File: src/rtl/cipher_regfront.sv
module cipher_regfront #(
  parameter int          AW        = 8,
  parameter int          LEN_W     = 32,
  parameter logic [2:0]  REV_MAJOR = 3'd2,
  parameter logic [5:0]  REV_MINOR = 6'd5
) (
  input  logic          clk,
  input  logic          rst_n,
  input  logic          bus_en,
  input  logic          bus_we,
  input  logic [AW-1:0] bus_addr,
  input  logic [31:0]   bus_wdata,
  output logic [31:0]   bus_rdata,
  output logic          core_start,
  output logic [63:0]   core_din,
  output logic [191:0]  core_key,
  output logic [63:0]   core_iv,
  output logic          core_cbc,
  output logic          core_tdes,
  output logic          core_encrypt,
  input  logic          core_done,
  input  logic [63:0]   core_dout,
  output logic          irq,
  output logic          dma_in_req,
  output logic          dma_out_req
);
  localparam int NKEY = 6;
  localparam logic [AW-1:0] A_IVLO = AW'(8'h18);
  localparam logic [AW-1:0] A_IVHI = AW'(8'h1C);
  localparam logic [AW-1:0] A_CTRL = AW'(8'h20);
  localparam logic [AW-1:0] A_LEN  = AW'(8'h24);
  localparam logic [AW-1:0] A_DLO  = AW'(8'h28);
  localparam logic [AW-1:0] A_DHI  = AW'(8'h2C);
  localparam logic [AW-1:0] A_REV  = AW'(8'h30);
  localparam logic [AW-1:0] A_DMA  = AW'(8'h34);
  localparam logic [AW-1:0] A_STAT = AW'(8'h3C);
  localparam logic [AW-1:0] A_IEN  = AW'(8'h40);
  localparam logic [LEN_W-1:0] BLK = LEN_W'(8);

  function automatic logic [AW-1:0] key_addr(input int k);
    return AW'(20 - 4 * (k ^ 1));
  endfunction

  logic [31:0]      key_q [NKEY];
  logic [63:0]      iv_q, din_q, dout_q;
  logic [LEN_W-1:0] len_q;
  logic             busy_q, outv_q, inrdy_q;
  logic             st_in_q, st_out_q, en_in_q, en_out_q, dma_in_en_q, dma_out_en_q;

  wire wr     = bus_en && bus_we;
  wire rd_hi  = bus_en && !bus_we && bus_addr == A_DHI;
  wire in_rdy = (len_q != '0) && !busy_q && !outv_q;
  wire go     = wr && bus_addr == A_DHI && in_rdy;
  wire fin    = core_done && busy_q;

  for (genvar k = 0; k < NKEY; k++) begin : g_key
    always_ff @(posedge clk or negedge rst_n)
      if (!rst_n) key_q[k] <= '0;
      else if (wr && bus_addr == key_addr(k)) key_q[k] <= bus_wdata;
    assign core_key[32*k +: 32] = key_q[k];
  end

  always_ff @(posedge clk or negedge rst_n) begin
    if (!rst_n) begin
      iv_q <= '0; din_q <= '0; dout_q <= '0; len_q <= '0;
      busy_q <= 1'b0; outv_q <= 1'b0; inrdy_q <= 1'b0; core_start <= 1'b0;
      core_cbc <= 1'b0; core_tdes <= 1'b0; core_encrypt <= 1'b0;
      st_in_q <= 1'b0; st_out_q <= 1'b0; en_in_q <= 1'b0; en_out_q <= 1'b0;
      dma_in_en_q <= 1'b0; dma_out_en_q <= 1'b0;
    end else begin
      core_start <= go;
      inrdy_q    <= in_rdy;
      if (wr) begin
        case (bus_addr)
          A_CTRL: {core_cbc, core_tdes, core_encrypt} <= bus_wdata[4:2];
          A_IVLO: iv_q[31:0]  <= bus_wdata;
          A_IVHI: iv_q[63:32] <= bus_wdata;
          A_LEN:  len_q <= bus_wdata[LEN_W-1:0];
          A_DMA:  {dma_out_en_q, dma_in_en_q} <= bus_wdata[6:5];
          A_IEN:  {en_out_q, en_in_q} <= bus_wdata[2:1];
          A_DLO:  if (in_rdy) din_q[31:0] <= bus_wdata;
          A_DHI:  if (in_rdy) din_q[63:32] <= bus_wdata;
          default: ;
        endcase
      end
      if (go) busy_q <= 1'b1;
      if (fin) begin
        busy_q <= 1'b0;
        outv_q <= 1'b1;
        dout_q <= core_dout;
        if (core_cbc) iv_q <= core_encrypt ? core_dout : din_q;
      end
      if (rd_hi && outv_q) begin
        outv_q <= 1'b0;
        len_q  <= (len_q >= BLK) ? len_q - BLK : '0;
      end
      st_in_q  <= ((wr && bus_addr == A_STAT) ? st_in_q & bus_wdata[1] : st_in_q) | (in_rdy && !inrdy_q);
      st_out_q <= ((wr && bus_addr == A_STAT) ? st_out_q & bus_wdata[2] : st_out_q) | fin;
    end
  end

  assign core_din    = din_q;
  assign core_iv     = iv_q;
  assign irq         = (st_in_q && en_in_q) || (st_out_q && en_out_q);
  assign dma_in_req  = dma_in_en_q && in_rdy;
  assign dma_out_req = dma_out_en_q && outv_q;

  always_comb begin
    case (bus_addr)
      A_CTRL:  bus_rdata = {27'd0, core_cbc, core_tdes, core_encrypt, in_rdy, outv_q};
      A_IVLO:  bus_rdata = iv_q[31:0];
      A_IVHI:  bus_rdata = iv_q[63:32];
      A_LEN:   bus_rdata = 32'(len_q);
      A_DLO:   bus_rdata = outv_q ? dout_q[31:0] : 32'd0;
      A_DHI:   bus_rdata = outv_q ? dout_q[63:32] : 32'd0;
      A_REV:   bus_rdata = {21'd0, REV_MAJOR, 2'b00, REV_MINOR};
      A_DMA:   bus_rdata = {25'd0, dma_out_en_q, dma_in_en_q, 5'd0};
      A_STAT:  bus_rdata = {29'd0, st_out_q, st_in_q, 1'b0};
      A_IEN:   bus_rdata = {29'd0, en_out_q, en_in_q, 1'b0};
      default: bus_rdata = 32'd0;
    endcase
  end

  assert_start_one_cycle_R4: assert property (@(posedge clk) disable iff (!rst_n)
    core_start |=> !core_start) else $error("start pulse longer than one cycle");
  assert_no_start_while_busy_R5: assert property (@(posedge clk) disable iff (!rst_n)
    (busy_q && wr && bus_addr == A_DHI) |=> !core_start) else $error("start while busy");
  assert_len_step_R6: assert property (@(posedge clk) disable iff (!rst_n)
    (rd_hi && outv_q && len_q >= BLK) |=> (len_q == $past(len_q) - BLK)) else $error("length step");
  assert_ecb_iv_hold_R3: assert property (@(posedge clk) disable iff (!rst_n)
    (!core_cbc && !(wr && (bus_addr == A_IVLO || bus_addr == A_IVHI))) |=> $stable(iv_q)) else $error("iv moved");
  assert_in_event_sets_R8: assert property (@(posedge clk) disable iff (!rst_n)
    (in_rdy && !inrdy_q) |=> st_in_q) else $error("input event lost");
  assert_result_sets_ready_R6: assert property (@(posedge clk) disable iff (!rst_n)
    fin |=> (outv_q && st_out_q)) else $error("result not flagged");
endmodule

File: config.mk
export PLATFORM = sky130hd
export DESIGN_NAME = cipher_regfront
export DESIGN_NICKNAME = d
export VERILOG_FILES = /design/src/rtl/cipher_regfront.sv
export SDC_FILE = /design/constraint.sdc
export NUM_CORES = 1
export LEC_CHECK = 0
export ABC_CLOCK_PERIOD_IN_PS = 6100
export BUFFER_PORTS_ARGS = -buffer_cell sky130_fd_sc_hd__buf_2
export CAP_MARGIN = 30
export CELL_PAD_IN_SITES_DETAIL_PLACEMENT = 1
export CELL_PAD_IN_SITES_GLOBAL_PLACEMENT = 1
export CORE_MARGIN = 3
export CORE_UTILIZATION = 46
export CTS_CLUSTER_SIZE = 8
export DETAILED_ROUTE_END_ITERATION = 10
export PLACE_DENSITY = 0.85
export SYNTH_ARGS = -nofsm -noshare
export SYNTH_HDL_FRONTEND = slang
export SYNTH_SLANG_ARGS = --single-unit
export TNS_END_PERCENT = 100
File: constraint.sdc
create_clock -name clk -period 6.1 [get_ports clk]
set_input_delay 0.61 -clock clk [delete_from_list [all_inputs] [get_ports clk]]
set_output_delay 0.61 -clock clk [all_outputs]
set_load 0.01 [all_outputs]
### Word level (Yosys, flattened, before mapping)

Index checks and enable logic that the tools add are counted.

| word-level totals | value |
|---|---|
| flip-flop bits (word level) | 429 |
| latch bits | 0 |
| bits in writable memories | 0 |
| memory bits (read-only) | 0 |
| input bits | 109 |
| output and inout bits | 359 |
| memories | 0 |

| cells by class | value |
|---|---|
| add/subtract/negate cells | 1 |
| multiply operators | 0 |
| div/mod/pow operators | 0 |
| magnitude comparators | 1 |
| equal/unequal tests | 15 |
| shift operators | 0 |
| muxes and demuxes | 19 |
| bitwise logic cells | 4 |
| reduce and logical (&&, ||, !) cells | 38 |

Operators with widths:

| cell | count |
|---|---|
| 32-bit case mux with 10 select lines | 1 |
| 32-bit 2-to-1 mux | 8 |
| 64-bit 2-to-1 mux | 4 |
| 8-bit by 6-bit == test with 1-bit output, second input constant | 7 |
| 8-bit by 5-bit == test with 1-bit output, second input constant | 4 |
| 32-bit by 4-bit greater-or-equal comparator with 1-bit output, second input constant | 1 |
| 32-bit nonzero test | 1 |
| 32-bit by 4-bit subtractor with 32-bit output, second input constant | 1 |
| 1-bit logical AND | 21 |
| 8-bit by 4-bit == test with 1-bit output, second input constant | 2 |
| 8-bit by 3-bit == test with 1-bit output, second input constant | 1 |
| 8-bit by 7-bit == test with 1-bit output, second input constant | 1 |
| 8-bit zero test | 1 |
| 2-bit AND reduction | 4 |
| 2-bit nonzero test | 4 |
| 1-bit 2-to-1 mux | 6 |
| 3-bit AND reduction | 2 |
| 1-bit zero test | 4 |
| 1-bit bitwise AND | 2 |
| 1-bit OR | 2 |
| 1-bit logical OR | 1 |

### Logic depth before layout (Yosys ltp)

| logic depth | value |
|---|---|
| word-level depth | 6 |
| mapped depth | 8 |
| depth with buffers taken out | 7 |

### Worst setup path before layout

No wires, ideal clock.

| path | value |
|---|---|
| kind | input to output |
| start | input port bus_addr[4] |
| end | output port bus_rdata[10] |
| arrival time | 2.132 ns |
| setup slack | 3.358 ns |
| stages | 6 |
| path buffers | 2 |
| path through | or4b_1 -> buf_2 -> nor2_1 -> clkbuf_1 -> a222oi_1 -> o21ai_0 |

| on the way | value |
|---|---|
| word-level cells in the longest chain between the ends | 2 |

RTL lines:

| what | line | source |
|---|---|---|
| start, declared | 11 | `input logic [AW-1:0] bus_addr,` |
| 8-bit by 7-bit == test with 1-bit output, or another cell as far along | 109 | `case (bus_addr)` |
| 32-bit case mux with 10 select lines * | 109 |  |
| end, declared | 13 | `output logic [31:0] bus_rdata,` |

Mark *: on every way between the ends. The rest lies on a longest branch, timed or not.

### Worst setup path after layout

Ends and elaborated chain as after synthesis.

==> out/metrics.sh <==
GRT_PASS1_VIAS=17900
DRT-WIRELENGTH-PER-CELL_UM=30.3
DIE_H_UM=212
INITIAL_UTILIZATION=0.471
SETUP_VIOL_COUNT_FINAL=0
FMAX_GHz=0.259
POWER_DENSITY_nW_PER_UM2=263
DETAIL_ROUTE.ITER0.VIOLATIONS=1565
RUN_STATUS='complete, no violations'
GRT_MAX_DEGREE=176
CLK-INSERTION-DELAY-LATE_PS=610
CELL_LEAKAGE_POWER_uW=0.0126
HOLD-PATH-CELL-COUNT=2
CRITICAL_PATH_CELL_COUNT=7
LARGEST_FAMILY_OF_LOGIC_CELLS_BY_SYNTHESIZED_AREA='multiplexers'
CRITPATHTOPFAMILY='simple AND/OR/NAND/NOR gates'
NUMBER_OF_FLOPS_MAPPED_TO_ENABLE_CELLS_BY_YOSYS=0
SYNTH_LARGEST_AREA_CELL='sky130_fd_sc_hd__dfrtp_1'
FINAL_COMMON_CELL='sky130_fd_sc_hd__buf_2'
FINISH.UTILIZATION=0.581
DIE_AREA_UM2=44900
PLACED_AREA_UM2=22300
PORT_BUFFERS=467
GP_CONGESTION=0.855
CRITICAL_PATH.REG2REG.STARTPOINT='len_q[7]$_DFFE_PN0P_'
FP.DIEW_UM=212
CTS.HTREE.LEVELS=2
MAX_SLEW.WORST_PIN.SLEW_PS=1080
HOLDPATHEND='dout_q[5]$_DFFE_PN0P_'
POST_SYNTH_FA_HA_MAJ_AREA_FRACTION=0.000642
CP_CELL_SEQUENCE='buf_2 -> or4b_1 -> nor2_4 -> buf_4 -> a22oi_1 -> o21ai_0 -> buf_2'
REG2REG_SLACK_PS=3230
SETUP_TNS_FINAL_PS=0
FIN_WS_PS=2240
SETUP_REPAIR_AFTER_GLOBAL_ROUTING_MISSED_ITS_MARGIN='no'
CRIT_PATH_FREQUENT_CELL='sky130_fd_sc_hd__buf_2'
TIMING.MAX_SLEW.REL_SLACK=0.276
POST-DP-HPWL_UM=49500
WORST_EP_REQUIRED_TIME_PS=5490
NUMBER_OF_DRC_VIOLATIONS_AFTER_DETAILED_ROUTING=0
FINALCRITPERIODSHARE=0.633
LAYOUT_CELL_SHARE_WITH_DRIVE_STRENGTH_BEYOND_1=0.460
SYNTH_MUX_AREA_FRAC=0.201
POWER.IR.VDD_WORST_V=0.000257
SYNTHESIZED_AREA_FRACTION_OCCUPIED_BY_AO_OA_AOI_AND_OAI_CELLS=0.120
ANTENNA_VIOLATIONS_BEFORE_REPAIR=8
WORST_HOLD_PATH_TYPE='primary input to register'
FINAL_CELL_AREA_UM2=24000
WORSTSETUPPATHTYPE='primary input to primary output'
CLK_ROOT_BUFFER_CELL='sky130_fd_sc_hd__clkbuf_16'
SYNTH.YOSYS.WARNINGS=0
SYNTHESIS.INSTANCES=1584
SYNTH-SIMPLE-AREA-SHARE=0.0920
SYNTH.FF_LATCH_COUNT=429
GRT_REMAINING_OVERFLOW=0
NETLIST_AREA_BEFORE_PLACEMENT_UM2=19500
TIMING.HOLD.WORST.START='core_dout[5]'
TIMING.REG2REG.WORST_PATH_DEPTH=6
CTS.SINKS=429
POST_SYNTH_MAIN_AREA_CONTRIBUTORS='sky130_fd_sc_hd__dfrtp_1 55%, sky130_fd_sc_hd__mux2_2 15%, sky130_fd_sc_hd__mux2_4 4.6%'
FINAL.MIN_CLOCK_PERIOD_PS=3860
DRT_FIRST_PASS_ITERS=8
FINAL_NETS=2111
GRT_PASS1_WL_UM=114000
TIMING.CRITICAL_PATH.BUF_INV=3
DOMINANTREGCELLSYNTH='sky130_fd_sc_hd__dfrtp_1'
SYNTH_SEQUENTIAL_AREA_RATIO=0.551
CLK_PIN_SLEW_WORST_SETUP_HOLD_PATHS_PS=50
AVGSYNTHCELLAREA_UM2=12.3
NUM_ROWS=74
NUM-FILL-CELLS=4275
POSTSYNTH.ASYNCRESETSHARE=1.00
CRIT_PATH_MAX_FO=21
CTS_TREE='built'
SYN-NUM-NETS=1694
SYN_TO_FINAL_GROWTH_PCT=23.2
ROUTE.VIAS.TOTAL=16200
FINAL_MAX_SLEW_VIOL_COUNT=0
YOSYSTOPAREACELLSHARE=0.551
DRT.ANTENNA.VIOLATING_NETS=0
SYNTH_CELL_TYPE_COUNT=71
FINALCLOCKSKEW_PS=18.1
CRITPATHLAUNCHTYPE='primary input'
TIMING.MAX_CAP.VIOLATIONS=0
ENDPOINT_KIND='primary output'
CTS_MADE_BUFFERS=59
DELAY_OF_THE_SLOWEST_CRITICAL_PATH_STAGE_PS=750
DP_WORST_SETUP_SLACK_PS=2350
IOPINCOUNT=468
REG2REG_TO='core_din[19]$_DFFE_PN0P_'
CPMAXSTAGEDELAYCELL='sky130_fd_sc_hd__or4b_1'
CLOCK_PATH_BUFFERS=3
WORST-ENDPOINT-ARRIVAL_PS=3250
SYNTH-XOR-AREA-SHARE=0.000898
LAYOUT.CELLS.MOST_COMMON_LIST='466 x sky130_fd_sc_hd__buf_2, 428 x sky130_fd_sc_hd__dfrtp_1, 267 x sky130_fd_sc_hd__mux2_2'
TRACK_USAGE=0.334
POSTROUTEWIRELENGTH_UM=77000
FLOORPLAN.CORE_AREA_UM2=41400
VIAS_PER_CELL=6.37
REPORT.FINAL.HOLD_VIOL_COUNT=0
-- metrics by stage --
step | cells | hold WS, ps | total power, uW
final | 2541 | 262 | 6330
after detailed placement | 2466 | 436 | 3410
after global routing | 2541 | 254 | 6510
after CTS | 2532 | 231 | 6360
after floorplan | 1584 | 314 | 3170
after global placement | 2456 | 424 | 3390
-- per-layer routing --
metal  share of wire  GRT usage  vias to the layer above
met5         0.00071          0                        -
met4           0.048      0.165                        8
met3           0.066     0.0748                      246
met2            0.50      0.574                      795
met1            0.38      0.398                     8462
li1                -          -                     6664
-- repair_timing --
item,CTS,global route
setup endpoints to repair,0,0
hold buffers,1,0
resized for setup,0,0
setup buffers,0,0
hold endpoints to repair,59,0
-- sequential cells by signal, indices dropped and copies added, names as in the netlist, 32 cells and up --
register  cells
core_din     64
core_iv      64
core_key    192
dout_q       64
len_q        32
-- report_power, final --
group          leakage (uW)  total [uW]  switching [uW]  internal, uW
combinational       0.00590         410             270           140
clock              0.000760        2950            1230          1730
sequential          0.00593        2960            54.7          2910
total                0.0126        6330            1550          4780
-- worst register-to-register path, stage by stage (launching register included) --
cell                      delay [ps]
sky130_fd_sc_hd__dfrtp_1         460
sky130_fd_sc_hd__nor4_1          570
sky130_fd_sc_hd__and2_1          540
sky130_fd_sc_hd__and4_4          370
sky130_fd_sc_hd__nor3_4           50
sky130_fd_sc_hd__buf_4           330
sky130_fd_sc_hd__mux2_4          410
-- cell type report --
type	count	area, um2	area share
flip-flops and latches	429	10700	0.447
well taps	532	666	0.0277
clock inverters	2	25.0	0.00104
multi-input cells	1001	8180	0.341
clock buffers	63	1520	0.0634
inverters	13	48.8	0.00203
repair buffers	497	2830	0.118
diodes	4	10.0	0.000417
-- cell usage after synthesis (3+ instances only) --
cell,n
sky130_fd_sc_hd__buf_1,23
sky130_fd_sc_hd__a32o_1,3
sky130_fd_sc_hd__a221oi_1,4
sky130_fd_sc_hd__or4_1,5
sky130_fd_sc_hd__buf_2,5
sky130_fd_sc_hd__nor2b_1,66
sky130_fd_sc_hd__a211oi_1,64
sky130_fd_sc_hd__and3_1,3
sky130_fd_sc_hd__a22oi_1,41
sky130_fd_sc_hd__o2bb2ai_1,5
sky130_fd_sc_hd__o211ai_1,6
sky130_fd_sc_hd__or3_1,4
sky130_fd_sc_hd__clkbuf_1,104
sky130_fd_sc_hd__nor2_1,26
sky130_fd_sc_hd__a21o_1,4
sky130_fd_sc_hd__a31oi_1,66
sky130_fd_sc_hd__nor3_4,3
sky130_fd_sc_hd__nand4_1,5
sky130_fd_sc_hd__a221o_1,4
sky130_fd_sc_hd__a32oi_1,8
sky130_fd_sc_hd__buf_12,3
sky130_fd_sc_hd__o41ai_1,3
sky130_fd_sc_hd__nand2_1,164
sky130_fd_sc_hd__a222oi_1,30
sky130_fd_sc_hd__o22ai_1,5
sky130_fd_sc_hd__nand3_1,10
sky130_fd_sc_hd__nor3_1,14
sky130_fd_sc_hd__buf_6,5
sky130_fd_sc_hd__a22o_1,5
sky130_fd_sc_hd__mux2_2,267
sky130_fd_sc_hd__mux2_4,60
sky130_fd_sc_hd__o21ai_0,47
sky130_fd_sc_hd__dfrtp_1,429
sky130_fd_sc_hd__inv_1,13
sky130_fd_sc_hd__nor4_1,11
sky130_fd_sc_hd__a21oi_1,18
sky130_fd_sc_hd__and2_1,4
-- worst max-delay path by stage --
stage	startpoint	to	slack, ps
detailed placement	bus_addr[4]	bus_rdata[10]	2350
CTS	bus_addr[4]	bus_rdata[10]	2290
floorplan	bus_addr[4]	bus_rdata[10]	3360
finish	bus_addr[4]	bus_rdata[10]	2240
global placement	bus_addr[4]	core_din[31]$_DFFE_PN0P_	2250
global route	bus_addr[4]	bus_rdata[10]	2120
-- cell families after synthesis --
family | count (synthesis)
XOR/XNOR | 2
flip-flops | 429
multiplexers | 328
buffers and inverters | 154
adder cells (fa/ha/maj) | 1
AND/OR/NAND/NOR | 343
AO/OA/AOI/OAI | 327
No activity file was read; power rests on OpenSTA's default activity.
